File: config.mk
export PLATFORM = sky130hd
export DESIGN_NAME = trapval_capture
export DESIGN_NICKNAME = d
export VERILOG_FILES = /design/src/rtl/trapval_pkg.sv /design/src/rtl/trapval_ilen_decode.sv /design/src/rtl/trapval_cause_class.sv /design/src/rtl/trapval_insn_fold.sv /design/src/rtl/trapval_capture.sv
export SDC_FILE = /design/constraint.sdc
export NUM_CORES = 1
export LEC_CHECK = 0
export ABC_AREA = 1
export BUFFER_PORTS_ARGS = -buffer_cell sky130_fd_sc_hd__buf_2
export CAP_MARGIN = 20
export CORE_AREA = 2 2 133 135
export DETAILED_ROUTE_END_ITERATION = 8
export DIE_AREA = 0 0 135 137
export GPL_ROUTABILITY_DRIVEN = 0
export HOLD_SLACK_MARGIN = 0.03
export PLACE_DENSITY_LB_ADDON = 0.3
export SETUP_SLACK_MARGIN = 0.5
export SYNTH_ARGS = -nofsm -noshare
export SYNTH_HDL_FRONTEND = slang
export SYNTH_SLANG_ARGS = --single-unit
File: constraint.sdc
create_clock -name clk -period 5.4 [get_ports clk]
set_clock_uncertainty 0.05 [all_clocks]
set_input_delay 0.27 -clock clk [delete_from_list [all_inputs] [get_ports clk]]
set_output_delay 0.27 -clock clk [all_outputs]
set_load 0.05 [all_outputs]
File: src/rtl/trapval_pkg.sv
`timescale 1ns/1ps
package trapval_pkg;

    // Widest instruction the capture path accepts.
    localparam int ILEN = 64;

    localparam logic [11:0] CSR_EPC_ADDR  = 12'h141;
    localparam logic [11:0] CSR_TVAL_ADDR = 12'h143;

    // Source of the trap value for a given cause.
    typedef enum logic [1:0] {
        SRC_ZERO,
        SRC_INSN,
        SRC_ADDR
    } tval_src_e;

    // Decoded instruction length class.
    typedef enum logic [1:0] {
        ILEN_16,
        ILEN_32,
        ILEN_48,
        ILEN_64
    } ilen_e;

    // Register update action chosen each cycle.
    typedef enum logic [1:0] {
        ACT_HOLD,
        ACT_TRAP,
        ACT_WR_EPC,
        ACT_WR_TVAL
    } upd_act_e;

endpackage

File: src/rtl/trapval_ilen_decode.sv
`timescale 1ns/1ps
module trapval_ilen_decode
    import trapval_pkg::*;
(
    input  logic [6:0] enc_lo,
    output ilen_e      len
);

    always_comb begin
        if (enc_lo[1:0] != 2'b11) begin
            len = ILEN_16;
        end else if (enc_lo[4:2] != 3'b111) begin
            len = ILEN_32;
        end else if (!enc_lo[5]) begin
            len = ILEN_48;
        end else begin
            // 64-bit and longer forms: all supplied bits are kept.
            len = ILEN_64;
        end
    end

endmodule

File: src/rtl/trapval_cause_class.sv
`timescale 1ns/1ps
module trapval_cause_class
    import trapval_pkg::*;
#(
    parameter int CAUSE_W = 5
) (
    input  logic [CAUSE_W-1:0] cause,
    output tval_src_e          src
);

    logic [31:0] cause_ext;
    assign cause_ext = 32'(cause);

    always_comb begin
        unique case (cause_ext)
            32'd0, 32'd1, 32'd4, 32'd5, 32'd6, 32'd7,
            32'd12, 32'd13, 32'd15: src = SRC_ADDR;
            32'd2:                  src = SRC_INSN;
            default:                src = SRC_ZERO;
        endcase
    end

endmodule

File: src/rtl/trapval_insn_fold.sv
`timescale 1ns/1ps
module trapval_insn_fold
    import trapval_pkg::*;
#(
    parameter int XLEN         = 64,
    parameter bit CAPTURE_INSN = 1'b1
) (
    input  logic [ILEN-1:0] insn,
    input  ilen_e           len,
    output logic [XLEN-1:0] val
);

    generate
        if (CAPTURE_INSN) begin : g_capture
            logic [7:0] keep_bits;

            always_comb begin
                unique case (len)
                    ILEN_16: keep_bits = 8'd16;
                    ILEN_32: keep_bits = 8'd32;
                    ILEN_48: keep_bits = 8'd48;
                    ILEN_64: keep_bits = 8'd64;
                    default: keep_bits = 8'd0;
                endcase
            end

            // Bits above XLEN are never produced, which truncates
            // instructions wider than XLEN to their low part.
            for (genvar i = 0; i < XLEN; i++) begin : g_bit
                assign val[i] = insn[i] & (8'(i) < keep_bits);
            end
        end else begin : g_zero
            assign val = '0;
        end
    endgenerate

endmodule

File: src/rtl/trapval_capture.sv
`timescale 1ns/1ps
module trapval_capture
    import trapval_pkg::*;
#(
    parameter int XLEN         = 64,
    parameter int CAUSE_W      = 5,
    parameter bit CAPTURE_INSN = 1'b1
) (
    input  logic               clk,
    input  logic               rst,
    input  logic               trap_valid,
    input  logic [CAUSE_W-1:0] trap_cause,
    input  logic [XLEN-1:0]    trap_pc,
    input  logic [ILEN-1:0]    trap_insn,
    input  logic [XLEN-1:0]    trap_addr,
    input  logic               csr_wr_en,
    input  logic [11:0]        csr_addr,
    input  logic [XLEN-1:0]    csr_wdata,
    output logic [XLEN-1:0]    csr_rdata
);

    logic [XLEN-1:0] epc_q;
    logic [XLEN-1:0] tval_q;
    logic [XLEN-1:0] tval_next;
    logic [XLEN-1:0] insn_val;
    ilen_e           insn_len;
    tval_src_e       tval_src;
    upd_act_e        act;

    trapval_ilen_decode u_ilen (
        .enc_lo (trap_insn[6:0]),
        .len    (insn_len)
    );

    trapval_cause_class #(
        .CAUSE_W (CAUSE_W)
    ) u_class (
        .cause (trap_cause),
        .src   (tval_src)
    );

    trapval_insn_fold #(
        .XLEN         (XLEN),
        .CAPTURE_INSN (CAPTURE_INSN)
    ) u_fold (
        .insn (trap_insn),
        .len  (insn_len),
        .val  (insn_val)
    );

    always_comb begin
        unique case (tval_src)
            SRC_INSN: tval_next = insn_val;
            SRC_ADDR: tval_next = trap_addr;
            default:  tval_next = '0;
        endcase
    end

    // Update action: the trap outranks any software write.
    always_comb begin
        if (trap_valid) begin
            act = ACT_TRAP;
        end else if (csr_wr_en && csr_addr == CSR_EPC_ADDR) begin
            act = ACT_WR_EPC;
        end else if (csr_wr_en && csr_addr == CSR_TVAL_ADDR) begin
            act = ACT_WR_TVAL;
        end else begin
            act = ACT_HOLD;
        end
    end

    always_ff @(posedge clk) begin
        if (rst) begin
            epc_q  <= '0;
            tval_q <= '0;
        end else begin
            unique case (act)
                ACT_TRAP: begin
                    epc_q  <= trap_pc;
                    tval_q <= tval_next;
                end
                ACT_WR_EPC:  epc_q  <= csr_wdata;
                ACT_WR_TVAL: tval_q <= csr_wdata;
                default: begin
                    epc_q  <= epc_q;
                    tval_q <= tval_q;
                end
            endcase
        end
    end

    always_comb begin
        unique case (csr_addr)
            CSR_EPC_ADDR:  csr_rdata = epc_q;
            CSR_TVAL_ADDR: csr_rdata = tval_q;
            default:       csr_rdata = '0;
        endcase
    end

endmodule

# After elaboration in Yosys (flattened, before gate mapping)

Memory sizes are Yosys's and may differ from the RTL's.
Cells that the tools add are included.

Flip-flop bits (word level): 128
ROM bits: 32
Bits of input ports: 277
Output and inout port bits: 64
Memories kept: 1

Order comparisons: 64
Equal/unequal tests: 12
Mux-type cells: 12
Bitwise gates (word level): 64
Reductions and logical operators: 6

Memories:

| memory           | depth | width | rd ports | clocked after memory_dff | wr ports | line                      | RTL |
|---|---|---|---|---|---|---|---|
| (name not given) | 16    | 2     | 1        | 0                        | 0        | trapval_cause_class.sv:15 | `unique case (cause_ext)` |

Operators by type and width:

| kind                                                                    | count |
|---|---|
| 64-bit one-hot mux with 2 select lines                                  | 4 |
| 6-bit by 8-bit < comparator with 1-bit output (first input constant)    | 32 |
| 5-bit by 8-bit < comparator with 1-bit output (first input constant)    | 16 |
| 1-bit bitwise AND                                                       | 64 |
| 4-bit by 8-bit < comparator with 1-bit output (first input constant)    | 8 |
| 3-bit by 8-bit < comparator with 1-bit output (first input constant)    | 4 |
| 8-bit one-hot mux with 4 select lines                                   | 1 |
| 28-bit zero test                                                        | 1 |
| 12-bit by 9-bit equality test with 1-bit output (second input constant) | 2 |
| 1-bit by 8-bit < comparator with 1-bit output (first input constant)    | 2 |
| 2-bit by 8-bit < comparator with 1-bit output (first input constant)    | 2 |
| 2-bit two-way mux                                                       | 6 |
| 2-bit equality test (second input constant)                             | 5 |
| 2-bit by 1-bit equality test with 1-bit output (second input constant)  | 3 |
| 2-bit nonzero test                                                      | 2 |
| 3-bit inequality test (second input constant)                           | 1 |
| 1-bit logical AND                                                       | 2 |
| 2-bit zero test                                                         | 1 |
| 2-bit inequality test (second input constant)                           | 1 |
| 1-bit two-way mux                                                       | 1 |

# Depth between registers and ports, before layout

Gate-level depths: netlist of the first run.

Depth in word-level cells: 9
Mapped depth: 16

# By module

From an unflattened synthesis of the first run, not the netlist that was laid out.

Cell total of the unflattened synthesis: 1,342
Area, all modules: 8,390.5 µm²

By module, submodules not included:

| module              | instances | cells an instance | area each (µm²) |
|---|---|---|---|
| trapval_capture     | 1         | 1,210             | 7,741.2 |
| trapval_insn_fold   | 1         | 118               | 561.8 |
| trapval_cause_class | 1         | 9                 | 60.1 |
| trapval_ilen_decode | 1         | 5                 | 27.5 |

# Least setup slack after synthesis of the first run

OpenSTA, ideal clock, no wires.

Kind: input to register
From: input port csr_addr[11]
To: register epc_q[10]
Setup time: 0.115 ns
Arrival time: 2.518 ns
Setup slack: 2.716 ns
Stages on the path: 12
Buffers on the path: 4
Path through: or2_1 > nor3_4 > nand3_2 > buf_2 > buf_6 > a21oi_2 > ha_1 > buf_2 > buf_2 > mux2_2 > o21ai_0 > inv_1

Longest elaborated chain between the ends: 7
Elaborated cells on any way between the ends: 11
Classes of those cells: 4 x eq/ne; 4 x mux; 3 x reduce/logical

Ends and longest elaborated chain:

| item                                                                                  | line                  | RTL |
|---|---|---|
| start: declaration                                                                    | trapval_capture.sv:17 | `input logic [11:0] csr_addr,` |
| 12-bit by 9-bit equality test with 1-bit output                                       | trapval_capture.sv:65 | `end else if (csr_wr_en && csr_addr == CSR_TVAL_ADDR) begin` |
| 1-bit logical AND                                                                     | trapval_capture.sv:65 |  |
| 2-bit two-way mux                                                                     | trapval_capture.sv:65 |  |
| 2-bit two-way mux *                                                                   | trapval_capture.sv:63 | `end else if (csr_wr_en && csr_addr == CSR_EPC_ADDR) begin` |
| 2-bit two-way mux *                                                                   | trapval_capture.sv:61 | `if (trap_valid) begin` |
| 2-bit equality test or 2-bit by 1-bit equality test with 1-bit output (tied branches) | trapval_capture.sv:77 | `unique case (act)` |
| 64-bit one-hot mux with 2 select lines or 2-bit nonzero test (tied branches)          | --                    |  |
| end signal: assignment                                                                | trapval_capture.sv:79 | `epc_q <= trap_pc;` |
| end signal: assignment                                                                | trapval_capture.sv:82 | `ACT_WR_EPC: epc_q <= csr_wdata;` |
| end signal: assignment                                                                | trapval_capture.sv:85 | `epc_q <= epc_q;` |
| end: declaration                                                                      | trapval_capture.sv:22 | `logic [XLEN-1:0] epc_q;` |

Every way passes the cells marked *; elsewhere a longest branch is shown, timed or not.
A chain may end at the register's enable or synchronous reset.

# Worst setup path in the final report of the first run

From: input port csr_addr[6]
To: register epc_q[34]

The elaborated chain is that of the path after synthesis.

==> impl_table.tex, run 1 <==
\begin{tabular}{lr}
\hline
Metric & Value \\
\hline
\multicolumn{2}{l}{\textbf{Yosys}} \\
\quad Async S/R FF share, synth & 0\% \\
\quad Most frequently used flop master after synthesis & sky130\_fd\_sc\_hd\_\_dfxtp\_1 \\
\quad Post-synthesis cell type count & 30 \\
\quad Top cells by instance count after synthesis & 392 x sky130\_fd\_sc\_hd\_\_nand2\_1, 191 x sky130\_fd\_sc\_hd\_\_inv\_1, 139 x sky130\_fd\_sc\_hd\_\_nor2\_1 \\
\quad Synth top area share & 30.1\% \\
\quad Synth Net Count & 1624 \\
\quad Share of the yosys chip area belonging to registers & 30.1\% \\
\quad Most area-consuming cells after synthesis & sky130\_fd\_sc\_hd\_\_dfxtp\_1 30\%, sky130\_fd\_sc\_hd\_\_nand2\_1 17\%, sky130\_fd\_sc\_hd\_\_inv\_1 8.4\% \\
\quad Count of state elements after synthesis & 128 \\
\quad Number of flops mapped to enable cells by yosys & 0 \\
\quad Number of warnings issued by yosys & 0 \\
\quad Synthesized instance count & 1343 \\
\quad Mapped cell area & 8510 sq um \\
\quad Synthesized area per cell & 6.34 sq um \\
\quad Most frequent cell after synthesis & sky130\_fd\_sc\_hd\_\_nand2\_1 \\
\quad Synth area leader & sky130\_fd\_sc\_hd\_\_dfxtp\_1 \\
\multicolumn{2}{l}{\textbf{Power and ir drop}} \\
\quad Switching power share of the total & 25.4\% \\
\quad Int Pwr & 2.00 mW \\
\quad Net load switching power & 679 uW \\
\quad Combinational Power Share & 15.6\% \\
\quad Power density over the cells & 245 nW/um\^{}2 \\
\quad Final Power & 2.68 mW \\
\quad Sequential cell fraction of total power & 38.2\% \\
\quad Part of the total power dissipated in the clock network & 46.3\% \\
\quad Leakage Power & 5.87 nW \\
\quad Worst VDD drop & 0.226 mV \\
\multicolumn{2}{l}{\textbf{Detailed routing}} \\
\quad Post-Route M1 WL & 11.6 mm \\
\quad Average wire per cell in the routed design & 15.2 um \\
\quad Uppermost layer routed & met5 \\
\quad Residual DRC count & 0 \\
\quad Via-to-Cell Ratio & 5.09 \\
\quad Starting DRC count in detailed routing & 604 \\
\quad Wirelength, routed & 28.2 mm \\
\quad DR WL met2 & 13.6 mm \\
\quad Total length of routed met3 wires & 2.04 mm \\
\quad Number of iterations in the first detailed-routing pass & 5 \\
\quad Number of vias after detailed routing & 9475 \\
\quad Antenna violation net count after detailed routing & 0 \\
\multicolumn{2}{l}{\textbf{Timing}} \\
\quad Minimum hold slack & 109 ps \\
\quad Fmax & 264 MHz \\
\quad Final critical-path share of the clock period & 70.1\% \\
\quad Final max-slew violation count & 0 \\
\quad Post-layout minimum cycle time & 3790 ps \\
\quad Setup repair after global routing missed its margin & no \\
\quad Count of final hold-check violations & 0 \\
\quad Final number of setup-violating endpoints & 0 \\
\quad Worst-Margin Slew & 1110 ps \\
\quad Setup TNS & 0 ps \\
\quad Remaining max-slew budget at the tightest pin & 25.6\% \\
\quad Setup WS post-layout & 1610 ps \\
\multicolumn{2}{l}{\textbf{Floorplanning}} \\
\quad Die Y & 137 um \\
\quad Count of standard-cell rows & 48 \\
\quad Chip width & 135 um \\
\quad Floorplan Core Area & 17100 sq um \\
\quad Boundary pin count & 341 \\
\quad Initial Util & 49.9\% \\
\quad Area of the die & 18500 sq um \\
\multicolumn{2}{l}{\textbf{Setup path}} \\
\quad Class of the most critical setup path & in2reg \\
\quad CP peak stage delay & 940 ps \\
\quad Slowest stage cell, crit path & sky130\_fd\_sc\_hd\_\_ha\_4 \\
\quad Number of logic stages on the critical path including buffering & 14 \\
\quad Flop-to-flop setup slack & 4600 ps \\
\quad RR Startpoint & epc\_q[34] \\
\quad Origin of the worst setup path & csr\_addr[6] \\
\quad Last element of the critical path & epc\_q[34] \\
\quad Cell family with the largest share of critical-path delay & buffers and inverters \\
\quad Sequence of cells on the critical path & buf\_2 > inv\_1 > nor2\_1 > nand2\_1 > nor2\_1 > nand3\_2 > buf\_4 > nand2\_1 > buf\_4 > inv\_2 > ha\_4 > mux2\_2 > o21ai\_0 > inv\_1 \\
\quad Endpoint of the most critical register-to-register path & epc\_q[34] \\
\quad Req. time, crit path & 5650 ps \\
\quad Data arrival time of the worst path & 4040 ps \\
\quad CP Max Fanout & 66 \\
\quad Worst r2r path cells & 4 \\
\quad CP Launch Type & primary input \\
\quad Kind of end point of the critical path & flip-flop \\
\quad Crit path buffers/inverters & 6 \\
\multicolumn{2}{l}{\textbf{Layout}} \\
\quad Cell area after layout & 10900 sq um \\
\quad Final standard cell utilization of the core & 63.9\% \\
\quad Area growth from synthesis to layout & 28.1\% \\
\quad Net count reported at finish & 1900 \\
\quad Ratio of cells with drive above 1 in the final layout & 30.0\% \\
\quad Final std cells w/o fill & 1862 \\
\multicolumn{2}{l}{\textbf{Global route}} \\
\quad Number of antenna violations at the first check in global routing & 5 \\
\quad Total global-route track usage & 29.8\% \\
\quad Vias in the first global route & 8920 \\
\quad First-pass GRT wire length & 43.1 mm \\
\quad Final global-route overflow total & 0 \\
\quad Pin count of the biggest net entering global routing & 129 \\
\multicolumn{2}{l}{\textbf{Clock tree}} \\
\quad Later-pin clock latency in the skew report & 420 ps \\
\quad TritonCTS clock tree & built \\
\quad CTS H-tree depth & 4 \\
\quad Clock tree buffer depth & 2 \\
\quad Clock edge transition at the registers on the reported setup and hold paths & 60 ps \\
\quad Number of buffers inserted to repair setup after CTS & 0 \\
\quad Number of gates resized after cts & 0 \\
\quad Number of sinks handled by clock tree synthesis & 128 \\
\quad Hold buffer count at cts & 0 \\
\quad Clk root buf & sky130\_fd\_sc\_hd\_\_clkbuf\_16 \\
\quad TritonCTS buffer count & 17 \\
\multicolumn{2}{l}{\textbf{Placement}} \\
\quad Post-DP Area & 10200 sq um \\
\quad Number of buffer cells added on primary ports & 340 \\
\quad Placement Setup Slack & 1300 ps \\
\quad Number of cells after detailed placement & 1823 \\
\quad Half-perimeter wire length after placement & 18.7 mm \\
\multicolumn{2}{l}{\textbf{Status}} \\
\quad Run status & finished, final reports clean \\
\multicolumn{2}{l}{\textbf{Job}} \\
\quad Max capacitance violation total & 0 \\
\multicolumn{2}{l}{\textbf{Hold path}} \\
\quad Worst min-delay path category & in2reg \\
\hline
\end{tabular}
[flip-flops by register name (all words and copies together) (netlist names)]
name    cells
tval_q     64
epc_q      64
[metal layers]
layer / track usage [%] / vias to the layer above
li1: - / 4795
met1: 34.4 / 4236
met2: 52.3 / 373
met3: 6.85 / 69
met4: 14.2 / 2
met5: 0 / -
[cells by family (layout without fill, tap and decap cells)]
| kind of cell | count (synthesis) | after routing | share of synthesized area (%) |
|---|---|---|---|
| flip-flops | 128 | 128 | 30.1 |
| buffers and inverters | 292 | 581 | 13.9 |
| AND/OR/NAND/NOR | 635 | 635 | 30.5 |
| adder cells (fa/ha/maj) | 4 | 4 | 0.588 |
| multiplexers | 62 | 62 | 8.20 |
| AO/OA/AOI/OAI | 222 | 222 | 16.8 |
| other | 0 | 5 | 0 |
[worst reg2reg max path, stage by stage, from the launching register on]
cell	delay [ps]
sky130_fd_sc_hd__dfxtp_1	290
sky130_fd_sc_hd__inv_1	70
sky130_fd_sc_hd__a21oi_1	70
sky130_fd_sc_hd__o21ai_0	140
sky130_fd_sc_hd__inv_1	70
[final cells by class]
type / instances / area (sq um)
sequential: 128 / 2560
tap: 225 / 282
inverter: 195 / 732
clock buffer: 24 / 522
clock inverter: 8 / 124
fill: 1620 / 6150
antenna: 5 / 12.5
timing repair buffer: 354 / 1860
multi-input combinational: 923 / 4810
[power groups by stage]
stage / Clock [mW] / Sequential, mW / Combinational [mW]
floorplan: 0 / 1.04 / 0.241
global placement: 0 / 1.04 / 0.395
detailed placement: 0 / 1.04 / 0.408
CTS: 1.24 / 1.02 / 0.412
global route: 1.29 / 1.03 / 0.471
finish: 1.24 / 1.02 / 0.416
[worst min path at each step]
| stage | startpoint | endpoint | slack, ps | cells past startpoint |
|---|---|---|---|---|
| 2_1_floorplan | tval_q[10] | tval_q[10] | 410 | 2 |
| 3_3_place_gp | tval_q[17] | tval_q[17] | 420 | 2 |
| 3_5_place_dp | tval_q[30] | tval_q[30] | 430 | 2 |
| 4_1_cts | csr_wdata[57] | tval_q[57] | 100 | 5 |
| 5_1_grt | trap_pc[27] | epc_q[27] | 120 | 4 |
| 6_report | csr_wdata[57] | tval_q[57] | 110 | 5 |
[cell usage in the layout (no fill, tap or decap), types with 17 or more instances in the layout]
master                      netlist  final
sky130_fd_sc_hd__o22ai_2         29     29
sky130_fd_sc_hd__inv_1          191    191
sky130_fd_sc_hd__mux2_2          62     62
sky130_fd_sc_hd__o22ai_1         19     19
sky130_fd_sc_hd__o21ai_0         82     82
sky130_fd_sc_hd__nor2_1         139    137
sky130_fd_sc_hd__buf_2           19    340
sky130_fd_sc_hd__clkbuf_16        0     17
sky130_fd_sc_hd__dfxtp_1        128    128
sky130_fd_sc_hd__nand2_1        392    392
sky130_fd_sc_hd__a21oi_1         67     67
sky130_fd_sc_hd__nand3_1         65     64
Note: power is estimated with default switching activity, not from simulation.
==> inputs of run 2 (changes only) <==
--- a/config.mk
+++ b/config.mk
@@ -8,9 +8,9 @@
 export ABC_AREA = 1
 export BUFFER_PORTS_ARGS = -buffer_cell sky130_fd_sc_hd__buf_2
 export CAP_MARGIN = 20
-export CORE_AREA = 2 2 133 135
+export CORE_MARGIN = 2
+export CORE_UTILIZATION = 50
 export DETAILED_ROUTE_END_ITERATION = 8
-export DIE_AREA = 0 0 135 137
 export GPL_ROUTABILITY_DRIVEN = 0
 export HOLD_SLACK_MARGIN = 0.03
 export PLACE_DENSITY_LB_ADDON = 0.3
==> constraint.sdc (replaced) <==
create_clock -name clk -period 3.5 [get_ports clk]
set_clock_uncertainty 0.05 [all_clocks]
set_input_delay 0.175 -clock clk [delete_from_list [all_inputs] [get_ports clk]]
set_output_delay 0.175 -clock clk [all_outputs]
set_load 0.05 [all_outputs]
==> impl_table.tex, run 2 (synthesis results as in run 1) <==
\begin{tabular}{lr}
\hline
Metric & Value \\
\hline
\multicolumn{2}{l}{\textbf{Status}} \\
\quad Run status & finished, final reports clean \\
\multicolumn{2}{l}{\textbf{Floorplanning}} \\
\quad Initial Util & 51.3\% (+1.4 points) \\
\quad Count of standard-cell rows & 47 (-2.1\%) \\
\quad Boundary pin count & 341 (unchanged) \\
\quad Chip width & 134 um (-0.40\%) \\
\quad Floorplan Core Area & 16600 sq um (-2.8\%) \\
\quad Die Y & 134 um (-1.9\%) \\
\quad Area of the die & 18100 sq um (-2.2\%) \\
\multicolumn{2}{l}{\textbf{Setup path}} \\
\quad CP Max Fanout & 48 (-27\%) \\
\quad RR Startpoint & tval\_q[33] \\
\quad CP Launch Type & primary input \\
\quad Origin of the worst setup path & csr\_addr[0] \\
\quad Req. time, crit path & 3270 ps (-2380 ps) \\
\quad Class of the most critical setup path & in2out \\
\quad Kind of end point of the critical path & output pin \\
\quad Data arrival time of the worst path & 2400 ps (-1640 ps) \\
\multicolumn{2}{l}{\textbf{Timing}} \\
\quad Final max-slew violation count & 0 (unchanged) \\
\quad Minimum hold slack & 41.7 ps (-67.6 ps) \\
\quad Remaining max-slew budget at the tightest pin & 26.5\% (+0.95 points) \\
\quad Setup WS post-layout & 875 ps (-738 ps) \\
\quad Post-layout minimum cycle time & 2630 ps \\
\quad Final critical-path share of the clock period & 75.0\% \\
\quad Worst-Margin Slew & 1100 ps (-11.3 ps) \\
\quad Fmax & 381 MHz \\
\quad Count of final hold-check violations & 0 (unchanged) \\
\quad Setup TNS & 0 ps (unchanged) \\
\quad Final number of setup-violating endpoints & 0 (unchanged) \\
\quad Setup repair after global routing missed its margin & no \\
\multicolumn{2}{l}{\textbf{Global route}} \\
\quad Final global-route overflow total & 0 (unchanged) \\
\quad First-pass GRT wire length & 45.5 mm (+5.6\%) \\
\quad Number of antenna violations at the first check in global routing & 5 (unchanged) \\
\quad Vias in the first global route & 9476 (+6.2\%) \\
\quad Total global-route track usage & 31.7\% (+1.9 points) \\
\quad Pin count of the biggest net entering global routing & 65 (-50\%) \\
\multicolumn{2}{l}{\textbf{Job}} \\
\quad Max capacitance violation total & 0 (unchanged) \\
\multicolumn{2}{l}{\textbf{Detailed routing}} \\
\quad Wirelength, routed & 29.3 mm (+3.7\%) \\
\quad Starting DRC count in detailed routing & 656 (+8.6\%) \\
\quad Number of vias after detailed routing & 9789 (+3.3\%) \\
\quad Antenna violation net count after detailed routing & 0 (unchanged) \\
\quad Average wire per cell in the routed design & 15.5 um (+2.1\%) \\
\quad Via-to-Cell Ratio & 5.18 (+1.7\%) \\
\quad Residual DRC count & 0 (unchanged) \\
\quad Number of iterations in the first detailed-routing pass & 5 (unchanged) \\
\multicolumn{2}{l}{\textbf{Layout}} \\
\quad Final standard cell utilization of the core & 67.2\% (+3.3 points) \\
\quad Biggest regs & epc\_q x64, tval\_q x64 \\
\quad Net count reported at finish & 1936 (+1.9\%) \\
\quad Most used cells in the layout excluding fill and tap cells & 392 x sky130\_fd\_sc\_hd\_\_nand2\_1, 340 x sky130\_fd\_sc\_hd\_\_buf\_2, 191 x sky130\_fd\_sc\_hd\_\_inv\_1 \\
\quad Commonest non-fill, non-tap cell in the layout & sky130\_fd\_sc\_hd\_\_nand2\_1 \\
\quad Filler instances & 1528 (-5.7\%) \\
\quad Area growth from synthesis to layout & 31.0\% \\
\quad Ratio of cells with drive above 1 in the final layout & 29.7\% (-0.37 points) \\
\multicolumn{2}{l}{\textbf{Power and ir drop}} \\
\quad Leakage Power & 5.98 nW (+2.0\%) \\
\quad Final Power & 3.92 mW (+47\%) \\
\quad Worst VDD drop & 0.341 mV (+51\%) \\
\quad Power density over the cells & 352 nW/um\^{}2 (+43\%) \\
\multicolumn{2}{l}{\textbf{Clock tree}} \\
\quad Clock edge transition at the registers on the reported setup and hold paths & 60 ps (about the same) \\
\quad TritonCTS clock tree & built \\
\quad Number of buffers inserted to repair setup after CTS & 0 (unchanged) \\
\quad Number of gates resized after cts & 0 (unchanged) \\
\quad Hold buffer count at cts & 28 (+28) \\
\quad Number of sinks handled by clock tree synthesis & 128 (unchanged) \\
\quad TritonCTS buffer count & 17 (unchanged) \\
\quad Clk root buf & sky130\_fd\_sc\_hd\_\_clkbuf\_16 \\
\quad CTS H-tree depth & 4 (unchanged) \\
\quad Later-pin clock latency in the skew report & 420 ps (about the same) \\
\quad Clock tree buffer depth & 2 (unchanged) \\
\multicolumn{2}{l}{\textbf{Placement}} \\
\quad Placement Setup Slack & 716 ps (-580 ps) \\
\quad Number of buffer cells added on primary ports & 340 (unchanged) \\
\quad Half-perimeter wire length after placement & 19.7 mm (+5.0\%) \\
\multicolumn{2}{l}{\textbf{Hold path}} \\
\quad Worst min-delay path category & in2reg \\
\quad Critical hold path startpoint & csr\_wdata[24] \\
\hline
\end{tabular}
run 2: cell type report:
type                            count  area (sq um)  share of cell area (%)
Antenna cell                        5          12.5                   0.112
Clock buffer                       24           492                    4.41
Clock inverter                      6          57.6                   0.516
Inverter                          195           732                    6.56
Multi-Input combinational cell    923          4810                    43.1
Sequential cell                   128          2560                    23.0
Tap cell                          220           275                    2.47
Timing Repair Buffer              390          2210                    19.8
run 2: through the flow:
stage,instances,area (sq um)
final,1891,11100
after global routing,1889,11100
after CTS,1886,11100
after detailed placement,1828,10300
after global placement,1827,10300
after floorplan,1343,8510
run 2: worst max-delay path: stages:
cell,delay (ps)
sky130_fd_sc_hd__buf_2,120
sky130_fd_sc_hd__nand2_1,60
sky130_fd_sc_hd__inv_1,30
sky130_fd_sc_hd__nand2_1,70
sky130_fd_sc_hd__clkinv_1,430
sky130_fd_sc_hd__nand2_2,250
sky130_fd_sc_hd__buf_4,670
sky130_fd_sc_hd__o22ai_1,250
sky130_fd_sc_hd__buf_2,290
run 2: worst paths after layout:
path | endpoint | slack, ps | cells after the start
max | csr_rdata[54] | 870 | 9
min | tval_q[24] | 40 | 5
max reg2reg | tval_q[33] | 2700 | 4
min reg2reg | tval_q[26] | 440 | 2
run 2: metal layers:
| metal | part of all wire (%) | vias up | global-route usage, % |
|---|---|---|---|
| met4 | 3.5 | 0 | 15.8 |
| li1 | - | 4862 | - |
| met2 | 49 | 440 | 55.7 |
| met3 | 7.4 | 72 | 6.53 |
| met5 | 0 | - | 0 |
| met1 | 40 | 4415 | 36.6 |
run 2: power by group:
group / total, mW / internal [mW] / switching, mW
Sequential: 1.58 / 1.55 / 0.0253
Combinational: 0.673 / 0.295 / 0.379
Clock: 1.67 / 1.04 / 0.632
Total: 3.92 / 2.88 / 1.04
==> inputs of run 3 (changes only) <==
==> constraint.sdc (replaced) <==
create_clock -name clk -period 2.7 [get_ports clk]
set_clock_uncertainty 0.05 [all_clocks]
set_input_delay 0.135 -clock clk [delete_from_list [all_inputs] [get_ports clk]]
set_output_delay 0.135 -clock clk [all_outputs]
set_load 0.05 [all_outputs]
==> impl_table.tex, run 3 (synthesis results as in run 1) <==
\begin{tabular}{lr}
\hline
Metric & Value \\
\hline
\multicolumn{2}{l}{\textbf{Status}} \\
\quad Run status & finished, final reports clean \\
\multicolumn{2}{l}{\textbf{Layout}} \\
\quad Most used cells in the layout excluding fill and tap cells & 392 x sky130\_fd\_sc\_hd\_\_nand2\_1, 340 x sky130\_fd\_sc\_hd\_\_buf\_2, 191 x sky130\_fd\_sc\_hd\_\_inv\_1 \\
\quad Filler instances & 1285 (-16\%) \\
\quad Area occupied by registers & 2560 sq um (unchanged) \\
\quad Ratio of cells with drive above 1 in the final layout & 28.4\% (-1.2 points) \\
\quad Commonest non-fill, non-tap cell in the layout & sky130\_fd\_sc\_hd\_\_nand2\_1 \\
\quad Area occupied by multi-input gates & 4940 sq um (+2.8\%) \\
\quad Area growth from synthesis to layout & 44.5\% \\
\quad Final standard cell utilization of the core & 74.1\% (+6.9 points) \\
\quad Net count reported at finish & 2033 (+5.0\%) \\
\quad Biggest regs & epc\_q x64, tval\_q x64 \\
\quad Cell area after layout & 12300 sq um (+10\%) \\
\multicolumn{2}{l}{\textbf{Floorplanning}} \\
\quad Boundary pin count & 341 (unchanged) \\
\quad Area of the die & 18100 sq um (unchanged) \\
\quad Count of standard-cell rows & 47 (unchanged) \\
\quad Floorplan Core Area & 16600 sq um (unchanged) \\
\quad Die Y & 134 um (unchanged) \\
\quad Initial Util & 51.3\% (unchanged) \\
\quad Chip width & 134 um (unchanged) \\
\multicolumn{2}{l}{\textbf{Setup path}} \\
\quad CP Launch Type & primary input \\
\quad CP peak stage delay & 370 ps (-300 ps) \\
\quad Class of the most critical setup path & in2out \\
\quad Sequence of cells on the critical path & buf\_2 > inv\_1 > nor2\_1 > nand2\_1 > nor3\_4 > nand2\_2 > buf\_4 > o22ai\_1 > buf\_2 \\
\quad Crit path top cell by count & sky130\_fd\_sc\_hd\_\_buf\_2 \\
\quad Kind of end point of the critical path & output pin \\
\quad Data arrival time of the worst path & 1950 ps (-450 ps) \\
\quad Req. time, crit path & 2520 ps (-750 ps) \\
\quad CP Max Fanout & 48 (unchanged) \\
\quad Slowest stage cell, crit path & sky130\_fd\_sc\_hd\_\_buf\_4 \\
\multicolumn{2}{l}{\textbf{Timing}} \\
\quad Setup WS post-layout & 564 ps (-311 ps) \\
\quad Final critical-path share of the clock period & 79.1\% \\
\quad Final max-slew violation count & 0 (unchanged) \\
\quad Post-layout minimum cycle time & 2140 ps \\
\quad Remaining max-slew budget at the tightest pin & 45.8\% (+19 points) \\
\quad Fmax & 468 MHz \\
\quad Count of final hold-check violations & 0 (unchanged) \\
\quad Final number of setup-violating endpoints & 0 (unchanged) \\
\quad Setup TNS & 0 ps (unchanged) \\
\quad Worst-Margin Slew & 813 ps (-289 ps) \\
\quad Setup repair after global routing missed its margin & yes \\
\multicolumn{2}{l}{\textbf{Clock tree}} \\
\quad Clock edge transition at the registers on the reported setup and hold paths & 50 ps (about the same) \\
\quad Number of buffers inserted to repair setup after CTS & 0 (unchanged) \\
\quad Clk root buf & sky130\_fd\_sc\_hd\_\_clkbuf\_16 \\
\quad Number of sinks handled by clock tree synthesis & 128 (unchanged) \\
\quad Later-pin clock latency in the skew report & 410 ps (about the same) \\
\quad CTS H-tree depth & 4 (unchanged) \\
\quad Clock tree buffer depth & 2 (unchanged) \\
\quad TritonCTS buffer count & 17 (unchanged) \\
\quad TritonCTS clock tree & built \\
\multicolumn{2}{l}{\textbf{Placement}} \\
\quad Half-perimeter wire length after placement & 19.6 mm (-0.31\%) \\
\quad Number of buffer cells added on primary ports & 340 (unchanged) \\
\quad Post-DP Area & 10500 sq um (+1.7\%) \\
\quad Placement Setup Slack & 387 ps (-329 ps) \\
\multicolumn{2}{l}{\textbf{Power and ir drop}} \\
\quad Final Power & 5.34 mW (+36\%) \\
\quad Worst VDD drop & 0.446 mV (+31\%) \\
\quad Power density over the cells & 435 nW/um\^{}2 (+24\%) \\
\quad Leakage Power & 6.52 nW (+9.0\%) \\
\multicolumn{2}{l}{\textbf{Detailed routing}} \\
\quad Antenna violation net count after detailed routing & 0 (unchanged) \\
\quad Wirelength, routed & 32.1 mm (+9.5\%) \\
\quad Number of vias after detailed routing & 10500 (+7.3\%) \\
\quad Starting DRC count in detailed routing & 675 (+2.9\%) \\
\quad Via-to-Cell Ratio & 5.28 (+2.0\%) \\
\quad Number of iterations in the first detailed-routing pass & 6 (+1) \\
\quad Residual DRC count & 0 (unchanged) \\
\quad Average wire per cell in the routed design & 16.1 um (+4.2\%) \\
\multicolumn{2}{l}{\textbf{Global route}} \\
\quad Final global-route overflow total & 0 (unchanged) \\
\quad Number of antenna violations at the first check in global routing & 3 (-2) \\
\quad Pin count of the biggest net entering global routing & 65 (unchanged) \\
\quad Vias in the first global route & 10300 (+8.4\%) \\
\quad First-pass GRT wire length & 49.1 mm (+7.9\%) \\
\quad Total global-route track usage & 34.3\% (+2.6 points) \\
\multicolumn{2}{l}{\textbf{Job}} \\
\quad Max capacitance violation total & 0 (unchanged) \\
\multicolumn{2}{l}{\textbf{Hold path}} \\
\quad Worst min-delay path category & in2reg \\
\hline
\end{tabular}
[run 3: final timing paths]
path / startpoint / depth (start not counted) / end / slack [ps]
setup / recovery: csr_addr[6] / 9 / csr_rdata[56] / 560
hold / removal: csr_wdata[47] / 5 / tval_q[47] / 40
setup reg to reg: epc_q[45] / 4 / epc_q[45] / 1880
hold reg to reg: tval_q[30] / 2 / tval_q[30] / 430
[run 3: repair_timing]
| item | 4_1_cts | 5_1_grt |
|---|---|---|
| hold buffers | 121 | 0 |
| hold endpoints to repair | 106 | 0 |
| gates resized for setup | 0 | 2 |
| endpoints found under the setup margin | 0 | 14 |
[run 3: area by class of cell]
class | count | share of cell area (%)
Sequential cell | 128 | 20.8
Inverter | 195 | 5.95
Antenna cell | 5 | 0.102
Clock buffer | 24 | 4.08
Timing Repair Buffer | 487 | 25.9
Tap cell | 220 | 2.24
Clock inverter | 6 | 0.651
Multi-Input combinational cell | 923 | 40.2
[run 3: metal layers]
layer | global-route usage [%] | up-vias | share of wire, %
met3 | 8.18 | 125 | 8.0
met4 | 20.5 | 2 | 5.0
met5 | 0 | - | 0.031
met1 | 36.2 | 4757 | 38
met2 | 61.9 | 559 | 49
li1 | - | 5056 | -
[run 3: worst max-delay path: cells and delay by family]
family          cells  cell delay, ps
buf+inv             4             830
simple gates        4             580
compound gates      1             370
[run 3: power by group]
| part | internal, mW | switching [mW] | total, mW |
|---|---|---|---|
| Sequential | 2.01 | 0.0318 | 2.04 |
| Clock | 1.46 | 0.803 | 2.27 |
| Combinational | 0.496 | 0.538 | 1.03 |
| Total | 3.97 | 1.37 | 5.34 |
[run 3: stage by stage]
| step | cells | hold WS [ps] |
|---|---|---|
| floorplan | 1343 | 273 |
| global placement | 1832 | 397 |
| finish | 1988 | 41.2 |
| global route | 1985 | 38.3 |
| detailed placement | 1832 | 402 |
| CTS | 1983 | 31.8 |
